==> src/rtl/vtlb_pkg.sv <==
package vtlb_pkg;

    localparam int EA_W   = 32;
    localparam int OFS_W  = 12;
    localparam int PN_W   = EA_W - OFS_W;
    localparam int ASID_W = 4;
    localparam int PS_W   = 3;
    localparam int APG_W  = 4;

    localparam logic [PS_W-1:0] PG_4K   = 3'b000;
    localparam logic [PS_W-1:0] PG_16K  = 3'b001;
    localparam logic [PS_W-1:0] PG_512K = 3'b011;
    localparam logic [PS_W-1:0] PG_8M   = 3'b111;

    typedef struct packed {
        logic [PN_W-1:0]   epn;
        logic              valid;
        logic [PS_W-1:0]   ps;
        logic              shared;
        logic [ASID_W-1:0] asid;
    } tag_t;

    typedef struct packed {
        logic [PN_W-1:0]  rpn;
        logic [PS_W-1:0]  ps;
        logic [APG_W-1:0] apg_inv;
        logic             guarded;
        logic             wt;
        logic             ci;
    } data_t;

    localparam int TAG_W  = $bits(tag_t);
    localparam int DATA_W = $bits(data_t);

    typedef struct packed {
        logic             done;
        logic             hit;
        logic             multi;
        logic [EA_W-1:0]  pa;
        logic [APG_W-1:0] prot;
        logic             guarded;
        logic             wt;
        logic             ci;
    } res_t;

    function automatic logic ps_legal(input logic [PS_W-1:0] ps);
        case (ps)
            PG_4K, PG_16K, PG_512K, PG_8M: ps_legal = 1'b1;
            default:                       ps_legal = 1'b0;
        endcase
    endfunction

    // ones over the page-number bits that take part in the compare
    function automatic logic [PN_W-1:0] ps_mask(input logic [PS_W-1:0] ps);
        case (ps)
            PG_16K:  ps_mask = {PN_W{1'b1}} << 2;
            PG_512K: ps_mask = {PN_W{1'b1}} << 7;
            PG_8M:   ps_mask = {PN_W{1'b1}} << 11;
            default: ps_mask = {PN_W{1'b1}};
        endcase
    endfunction

    function automatic logic [EA_W-1:0] make_pa(input logic [EA_W-1:0] ea,
                                                 input logic [PN_W-1:0] rpn,
                                                 input logic [PS_W-1:0] ps);
        logic [PN_W-1:0] m;
        m = ps_mask(ps);
        make_pa = {(rpn & m) | (ea[EA_W-1:OFS_W] & ~m), ea[OFS_W-1:0]};
    endfunction

endpackage

==> src/rtl/vtlb_match.sv <==
module vtlb_match
    import vtlb_pkg::*;
#(
    parameter int ENTRIES = 32
) (
    input  tag_t [ENTRIES-1:0] tags,
    input  logic [PN_W-1:0]    ea_pn,
    input  logic [ASID_W-1:0]  cur_asid,
    output logic [ENTRIES-1:0] hit_vec
);

    for (genvar i = 0; i < ENTRIES; i++) begin : g_cmp
        logic pn_eq_d;
        logic asid_ok_d;
        always_comb begin
            pn_eq_d   = ((tags[i].epn ^ ea_pn) & ps_mask(tags[i].ps)) == '0;
            asid_ok_d = tags[i].shared || (tags[i].asid == cur_asid);
            hit_vec[i] = tags[i].valid && ps_legal(tags[i].ps) && pn_eq_d && asid_ok_d;
        end
    end

endmodule

==> src/rtl/vtlb_prio.sv <==
module vtlb_prio #(
    parameter int ENTRIES = 32,
    localparam int IDX_W  = $clog2(ENTRIES)
) (
    input  logic               clk,
    input  logic               rst_n,
    input  logic [ENTRIES-1:0] hit_vec,
    output logic               any_hit,
    output logic               multi_hit,
    output logic [IDX_W-1:0]   sel_idx
);

    always_comb begin
        sel_idx = '0;
        for (int i = ENTRIES - 1; i >= 0; i--) begin
            if (hit_vec[i]) sel_idx = IDX_W'(i);
        end
        any_hit   = |hit_vec;
        multi_hit = (hit_vec & (hit_vec - ENTRIES'(1))) != '0;
    end

    // the chosen slot really matched and no lower slot did
    p_sel_lowest_r7: assert property (@(posedge clk) disable iff (!rst_n)
        any_hit |-> (hit_vec[sel_idx] && ((hit_vec & ((ENTRIES'(1) << sel_idx) - ENTRIES'(1))) == '0)));

    p_multi_count_r7: assert property (@(posedge clk) disable iff (!rst_n)
        multi_hit |-> ($countones(hit_vec) > 1));

endmodule

==> src/rtl/vtlb_top.sv <==
module vtlb_top
    import vtlb_pkg::*;
#(
    parameter int ENTRIES = 32,
    localparam int IDX_W  = $clog2(ENTRIES)
) (
    input  logic              clk,
    input  logic              rst_n,
    input  logic              lk_req,
    input  logic [EA_W-1:0]   lk_ea,
    input  logic [ASID_W-1:0] lk_asid,
    input  logic              sw_idx_we,
    input  logic [IDX_W-1:0]  sw_idx_wdata,
    input  logic              sw_data_we,
    input  logic [DATA_W-1:0] sw_data_wdata,
    input  logic              sw_tag_we,
    input  logic [TAG_W-1:0]  sw_tag_wdata,
    output logic              lk_done,
    output logic              lk_hit,
    output logic              lk_multi,
    output logic [EA_W-1:0]   lk_pa,
    output logic [APG_W-1:0]  lk_prot,
    output logic              lk_guarded,
    output logic              lk_wt,
    output logic              lk_ci,
    output logic [TAG_W-1:0]  rb_tag,
    output logic [DATA_W-1:0] rb_data
);

    typedef struct packed {
        tag_t  [ENTRIES-1:0] tag;
        data_t [ENTRIES-1:0] data;
        logic  [IDX_W-1:0]   idx;
        tag_t                rb_tag;
        data_t               rb_data;
        res_t                res;
    } state_t;

    state_t st_d, st_q;

    logic [ENTRIES-1:0] hit_vec;
    logic               any_hit;
    logic               multi_hit;
    logic [IDX_W-1:0]   sel_idx;

    vtlb_match #(.ENTRIES(ENTRIES)) u_match (
        .tags     (st_q.tag),
        .ea_pn    (lk_ea[EA_W-1:OFS_W]),
        .cur_asid (lk_asid),
        .hit_vec  (hit_vec)
    );

    vtlb_prio #(.ENTRIES(ENTRIES)) u_prio (
        .clk       (clk),
        .rst_n     (rst_n),
        .hit_vec   (hit_vec),
        .any_hit   (any_hit),
        .multi_hit (multi_hit),
        .sel_idx   (sel_idx)
    );

    always_comb begin
        tag_t  win_tag;
        data_t win_data;

        st_d     = st_q;
        win_tag  = st_q.tag[sel_idx];
        win_data = st_q.data[sel_idx];

        if (sw_idx_we) st_d.idx = sw_idx_wdata;

        if (sw_data_we) st_d.data[st_q.idx] = data_t'(sw_data_wdata);

        if (sw_tag_we) begin
            st_d.tag[st_q.idx] = tag_t'(sw_tag_wdata);
            st_d.rb_tag        = tag_t'(sw_tag_wdata);
            st_d.rb_data       = st_d.data[st_q.idx];
        end

        // lookup uses the contents before this edge's writes
        st_d.res      = '0;
        st_d.res.done = lk_req;
        if (lk_req && any_hit) begin
            st_d.res.hit     = 1'b1;
            st_d.res.multi   = multi_hit;
            st_d.res.pa      = make_pa(lk_ea, win_data.rpn, win_tag.ps);
            st_d.res.prot    = ~win_data.apg_inv;
            st_d.res.guarded = win_data.guarded;
            st_d.res.wt      = win_data.wt;
            st_d.res.ci      = win_data.ci;
        end
    end

    always_ff @(posedge clk or negedge rst_n) begin
        if (!rst_n) st_q <= '0;
        else        st_q <= st_d;
    end

    assign lk_done    = st_q.res.done;
    assign lk_hit     = st_q.res.hit;
    assign lk_multi   = st_q.res.multi;
    assign lk_pa      = st_q.res.pa;
    assign lk_prot    = st_q.res.prot;
    assign lk_guarded = st_q.res.guarded;
    assign lk_wt      = st_q.res.wt;
    assign lk_ci      = st_q.res.ci;
    assign rb_tag     = st_q.rb_tag;
    assign rb_data    = st_q.rb_data;

    p_done_after_req_r2: assert property (@(posedge clk) disable iff (!rst_n)
        lk_req |=> lk_done);

    p_idle_no_done_r2: assert property (@(posedge clk) disable iff (!rst_n)
        !lk_req |=> !lk_done && !lk_hit);

    p_multi_needs_hit_r7: assert property (@(posedge clk) disable iff (!rst_n)
        lk_multi |-> lk_hit);

    p_miss_clean_r8: assert property (@(posedge clk) disable iff (!rst_n)
        !lk_hit |-> (lk_pa == '0 && lk_prot == '0 && !lk_guarded && !lk_wt && !lk_ci));

    p_offset_kept_r6: assert property (@(posedge clk) disable iff (!rst_n)
        lk_req |=> (!lk_hit || lk_pa[OFS_W-1:0] == $past(lk_ea[OFS_W-1:0])));

    p_rb_hold_r10: assert property (@(posedge clk) disable iff (!rst_n)
        !sw_tag_we |=> ($stable(rb_tag) && $stable(rb_data)));

    p_rb_load_r10: assert property (@(posedge clk) disable iff (!rst_n)
        sw_tag_we |=> rb_tag == $past(sw_tag_wdata));

endmodule

==> config.mk <==
export PLATFORM = sky130hd
export DESIGN_NAME = vtlb_top
export DESIGN_NICKNAME = d
export VERILOG_FILES = /design/src/rtl/vtlb_pkg.sv /design/src/rtl/vtlb_match.sv /design/src/rtl/vtlb_prio.sv /design/src/rtl/vtlb_top.sv
export SDC_FILE = /design/constraint.sdc
export NUM_CORES = 2
export LEC_CHECK = 0
export BUFFER_PORTS_ARGS = -buffer_cell sky130_fd_sc_hd__buf_4
export CAP_MARGIN = 20
export CORE_MARGIN = 5
export CORE_UTILIZATION = 55
export CTS_CLUSTER_DIAMETER = 120
export DETAILED_ROUTE_END_ITERATION = 10
export PLACE_DENSITY_LB_ADDON = 0.05
export SLEW_MARGIN = 20
export SYNTH_ARGS = -nofsm -noshare
export SYNTH_HDL_FRONTEND = slang
export SYNTH_SLANG_ARGS = --single-unit
==> constraint.sdc <==
create_clock -name clk -period 6 [get_ports clk]
set_clock_uncertainty 0.2 [all_clocks]
set_input_delay 0.6 -clock clk [delete_from_list [all_inputs] [get_ports clk]]
set_output_delay 0.6 -clock clk [all_outputs]
set_load 0.01 [all_outputs]
# Word-level counts from Yosys, hierarchy flattened
# Cells that the tools add are included.
# Widths: inputs -> output; s select.
# word_totals
regBits	1994
inputBits	106
out_inout_bits	101
wordCells	917
# classes
add_sub_neg	1
magnitude_cmp	3
n_eq_ne	131
n_mux	112
bitwise	70
reduce_logical	228
# op_table
cell	count
$pmux 11 s3	33
$bwmux 960	1
$mux 960	1
$bwmux 928	1
$and 20x20->20	34
$logic_not 20->1	32
$xor 20x20->20	32
$bmux 30 s5	2
$mux 5	32
$demux 30 s5	1
$bmux 29 s5	1
$demux 29 s5	1
$eq 4x4->1	32
$reduce_or 4->1	32
$eq 3x1->1 const B	33
$eq 3x2->1 const B	33
$eq 3x3->1 const B	33
$logic_and 1x1->1	98
$logic_not 3->1	32
$mux 30	3
$mux 41	1
$and 32x32->32	1
$logic_or 1x1->1	32
$mux 1	32
other kinds (11)	12

# Longest topological paths before layout
# logic_depth
word_depth	47
ltp_mapped	23
ltp_nobuf	16

# Modules after synthesis
# A second synthesis with hierarchy kept.
# hier_totals
hier_cells	8229
hier_area_um2	103834.6
# modules_own_cells
module	n_inst	cells_per_inst	area_per_inst_um2	seq_area_each_um2
vtlb_top	1	6810	93196.9	49897.9
vtlb_match	1	1303	9948.3	0.0
vtlb_prio	1	116	689.4	0.0

# Worst setup path after synthesis
# Ideal clock, no wire load.
# synth_timing
path_kind	input port to flip-flop
from	input port lk_ea[23]
to	register st_q (netlist bit lk_pa[12])
setup_time_ns	0.127
arrival_time_ns	4.138
t_required_ns	5.673
slack_ns	1.535
stages	18
n_path_buf	2
cell_sequence	buf_2 -> xor2_1 -> or3b_1 -> or4_1 -> or4b_1 -> nand2_1 -> o21bai_1 -> o211ai_2 -> buf_4 -> mux2i_1 -> mux2i_1 -> nor4b_1 -> a41o_1 -> a221oi_2 -> a21boi_1 -> o31ai_2 -> nor2b_1 -> nor3_2
# synth_rtl
element	line_no	rtl
start: declaration	vtlb_top.sv:10	input logic [EA_W-1:0] lk_ea,
end signal: assignment	vtlb_top.sv:96	else st_q <= st_d;
end: declaration	vtlb_top.sv:39	state_t st_d, st_q;

==> flow_summary.ini <==
[placement]
io_buf_count = 206
dpl_cell_area_mm2 = 0.110
place.gp.congestion = 0.933
number_of_cells_after_detailed_placement = 10700
place.detailed.hpwl_mm = 236

[yosys]
yosys-mux-area-fraction_pct = 30.4
ys_async_sr_fraction_pct = 100
synth_edf_count = 0
post_synth_and_or_nand_nor_area_fraction_pct = 5.18
postSynthCellCount = 8262
postSynthAreaPerCell_um2 = 12.7
mappedNetlistArea_mm2 = 0.105
netlist_top_cells_area = sky130_fd_sc_hd__dfrtp_1 48%, sky130_fd_sc_hd__mux2_2 23%, sky130_fd_sc_hd__xnor2_1 4.7%
fraction_of_the_mapped_netlist_area_in_adder_cells_pct = 0.00957
postSynth.topFlopCell = sky130_fd_sc_hd__dfrtp_1
synthDistinctLibCells = 107
synth_compound_gate_area_share_pct = 5.96
synth_largest_type_area_fraction_pct = 47.7
yosys_warnings = 0
main_combinational_cell_family_by_area_after_synthesis = multiplexers
synthesis.nets = 8368
synth.largest_area_cell = sky130_fd_sc_hd__dfrtp_1
synth_seq_area_share_pct = 47.7
ys_ff_latch = 1994
synthXorXnorAreaFrac_pct = 6.44

[worst_setup_path]
crit_path_start_kind = flip-flop
worst_path_max_delay_cell = sky130_fd_sc_hd__nor4_1
reg2reg_from = st_q[1884]$_DFFE_PN0P_
crit_type = flip-flop to flip-flop
cp.arrival_ps = 6080
cp_top_family = simple AND/OR/NAND/NOR gates
worst_setup_path_startpoint = st_q[1884]$_DFFE_PN0P_
cp.buffers_inverters = 0
worstSetupEndpointType = flip-flop
crit_path_cell_trace = nand2b_1, nand3_1, nor4_1, nand3_1, nand4_1, a21oi_1, o211ai_4, mux2_2, nor2_1, a21oi_1, a41o_1, a221oi_2, a21boi_1, o31ai_2, nor2b_1, nor3_2
cp_peak_stage_delay_ps = 660
critPathRequiredTime_ps = 6510
path_max_fanout = 16

[worst_hold_path]
worst_hold_path_type = input pin to flip-flop
hold_path_startpoint = sw_data_wdata[19]

[global_route]
grt_use_total_pct = 35.1
first_global_vias = 74000
grt_first_pass_wirelength_mm = 515
aggregate_global_routing_overflow = 0
antenna_found_initial = 15
grt_max_degree = 173

[clock_tree]
clk_pin_slew_ps = 60
h_tree_lvl_count = 4
cts_buffers = 213
worst_skew_pair.late_latency_ps = 880
numClockSinks = 1994
clockBufferDepth = 3
cts_tree = yes
root_buffer = sky130_fd_sc_hd__clkbuf_16
post_cts_resized = 0

[run_status]
status = complete, no violations

[layout]
area_delta_synth_final_pct = 12.5
layout-drive-gt1-share_pct = 40.8
design_area_mm2 = 0.118
utilization_pct = 62.0
layoutNonFillerInstCount = 11100
nets = 8507

[routing]
drt-wirelength-per-cell_um = 31.7
first_iter_violations = 5573
number_of_antenna_violating_nets_in_the_routed_design = 0
first_pass_iters = 7
post-route-drc-count = 0
route.final.wire_length_mm = 352
via_count = 70900
vias_per_cell = 6.39

[timing]
timing_hold_violations_final = 0
maxSlewViolCount = 0
slew-limit-headroom_pct = 24.1
finalSetupViolCount = 0
final.setup.tns_ps = 0
rsz_0062_raised_after_global_routing = false
fmax_mhz = 179
final.period_utilization_pct = 92.9
worstMarginPinSlew_ps = 1140
min_period_ps = 5580

[pwr]
power.sequential.fraction_pct = 43.8
power_frac_clock_pct = 30.3
p_switching_uw = 13500
internal-power_uw = 31600
switching_share_pct = 29.9
vdd_drop_max_mv = 0.275
power_per_cell_area_mw_per_mm2 = 383
power.combinational.fraction_pct = 25.8
p_leak_uw = 0.0508

[floorplanning]
floorplan.core_area_mm2 = 0.190
row_count = 160
chipWidth_um = 446
start_util_pct = 55.2
die-area_mm2 = 0.199
io-pin-count = 207
chipHeight_um = 446

[run]
max-cap-violations = 0
-- registers in the layout, indices dropped and copies added (netlist names) --
register    cells
lk_hit          1
lk_prot         4
lk_done         1
lk_pa          32
st_q         1893
rb_tag         29
lk_ci           1
rb_data        30
lk_multi        1
lk_guarded      1
lk_wt           1
-- power by group through the flow --
stage | Clock (uW) | Combinational, uW | Sequential, uW
finish | 13700 | 11600 | 19800
global route | 14400 | 12600 | 20100
CTS | 13900 | 11600 | 19700
detailed placement | 0 | 11500 | 19900
global placement | 0 | 11200 | 19700
floorplan | 0 | 8670 | 19100
-- worst register-to-register path, delay by kind of cell, from the launching register on --
family | cells | cell delay, ps
and+or+nand+nor | 8 | 2380
DFF | 1 | 530
muxes | 1 | 420
AOI/OAI and AO/OA | 7 | 1870
-- synth_stat cells (16+ instances only) --
cell type	n
sky130_fd_sc_hd__nand2b_1	43
sky130_fd_sc_hd__clkbuf_1	394
sky130_fd_sc_hd__a22oi_1	36
sky130_fd_sc_hd__nor3_1	69
sky130_fd_sc_hd__xnor2_1	565
sky130_fd_sc_hd__a21oi_1	252
sky130_fd_sc_hd__a211oi_1	125
sky130_fd_sc_hd__o2111ai_1	26
sky130_fd_sc_hd__xor2_1	202
sky130_fd_sc_hd__buf_6	75
sky130_fd_sc_hd__o21ai_0	94
sky130_fd_sc_hd__buf_4	144
sky130_fd_sc_hd__a31oi_1	30
sky130_fd_sc_hd__nand4_1	98
sky130_fd_sc_hd__buf_2	49
sky130_fd_sc_hd__o211ai_1	63
sky130_fd_sc_hd__o221ai_1	16
sky130_fd_sc_hd__nand3_1	104
sky130_fd_sc_hd__mux4_2	199
sky130_fd_sc_hd__inv_1	30
sky130_fd_sc_hd__mux2_2	2141
sky130_fd_sc_hd__nand2_1	295
sky130_fd_sc_hd__a41oi_1	27
sky130_fd_sc_hd__and2_1	41
sky130_fd_sc_hd__nor4_1	57
sky130_fd_sc_hd__buf_1	133
sky130_fd_sc_hd__dfrtp_1	1994
sky130_fd_sc_hd__nor2_1	298
sky130_fd_sc_hd__a221o_1	18
sky130_fd_sc_hd__mux2i_1	317
sky130_fd_sc_hd__and3_1	29
sky130_fd_sc_hd__a22o_1	40
-- through the flow --
| step | hold WS, ps | setup WS [ps] | total power [uW] |
|---|---|---|---|
| after CTS | 1.83 | 539 | 45100 |
| after detailed placement | 279 | 115 | 31400 |
| final | 66.6 | 424 | 45100 |
| after global placement | 275 | 59.7 | 30900 |
| after global routing | 55.6 | 316 | 47100 |
| after floorplan | 104 | 1540 | 27700 |
-- layout by cell type (no fill, tap or decap), types with 32 or more instances in the layout --
cell type	count
sky130_fd_sc_hd__a22oi_1	36
sky130_fd_sc_hd__o211ai_1	63
sky130_fd_sc_hd__o21ai_0	94
sky130_fd_sc_hd__xor2_1	202
sky130_fd_sc_hd__nor4_1	56
sky130_fd_sc_hd__nand4_1	98
sky130_fd_sc_hd__a21oi_1	251
sky130_fd_sc_hd__mux2i_1	317
sky130_fd_sc_hd__nor3_1	65
sky130_fd_sc_hd__nand2_1	279
sky130_fd_sc_hd__mux4_2	199
sky130_fd_sc_hd__clkbuf_8	60
sky130_fd_sc_hd__nor2_1	260
sky130_fd_sc_hd__buf_12	80
sky130_fd_sc_hd__a22o_1	40
sky130_fd_sc_hd__clkbuf_16	219
sky130_fd_sc_hd__and2_1	41
sky130_fd_sc_hd__nand3_1	104
sky130_fd_sc_hd__clkinv_2	32
sky130_fd_sc_hd__xnor2_1	565
sky130_fd_sc_hd__nand2b_1	43
sky130_fd_sc_hd__clkbuf_1	53
sky130_fd_sc_hd__a211oi_1	125
sky130_fd_sc_hd__mux2_2	2141
sky130_fd_sc_hd__nor2_4	33
sky130_fd_sc_hd__buf_4	622
sky130_fd_sc_hd__dfrtp_1	1991
-- per-layer routing --
metal | part of all wire [%] | track usage (%) | up-vias | routed length [um]
met1 | 40 | 45.3 | 37400 | 142000
met2 | 48 | 57.8 | 2536 | 169000
met3 | 5.8 | 5.61 | 803 | 20300
met4 | 5.8 | 17.9 | 6 | 20400
li1 | - | - | 30100 | -
met5 | 0.0082 | 0 | - | 29
-- layout make-up --
class                           count  area [um2]
Timing Repair Buffer              733        6600
Fill cell                       14900       72000
Tap cell                         2511        3140
Multi-Input combinational cell   5426       50600
Sequential cell                  1994       49900
Clock inverter                     61         752
Inverter                           33         124
Antenna cell                        7        17.5
Clock buffer                      332        6500
-- kinds of logic after synthesis --
| family | after synthesis |
|---|---|
| multiplexers | 2658 |
| XOR/XNOR | 768 |
| adder cells (fa/ha/maj) | 1 |
| AND/OR/NAND/NOR | 1110 |
| buffers and inverters | 842 |
| AO/OA/AOI/OAI | 889 |
| flip-flops | 1994 |
-- final timing paths --
check	to	slack, ps	depth (start not counted)
max in group asynchronous	st_q[1991]$_DFFE_PN0P_	3730	3
max	lk_pa[12]$_DFF_PN0_	420	16
min reg2reg	st_q[114]$_DFF_PN0_	290	1
min	st_q[545]$_DFF_PN0_	70	2
min in group asynchronous	st_q[764]$_DFF_PN0_	150	2
max reg2reg	lk_pa[12]$_DFF_PN0_	420	16
-- timing repair --
action,CTS,global route
setup endpoints to repair,0,0
buffers inserted,0,0
hold buffers,29,0
endpoints found under the hold margin,116,0
(Power assumes the default switching activity.)
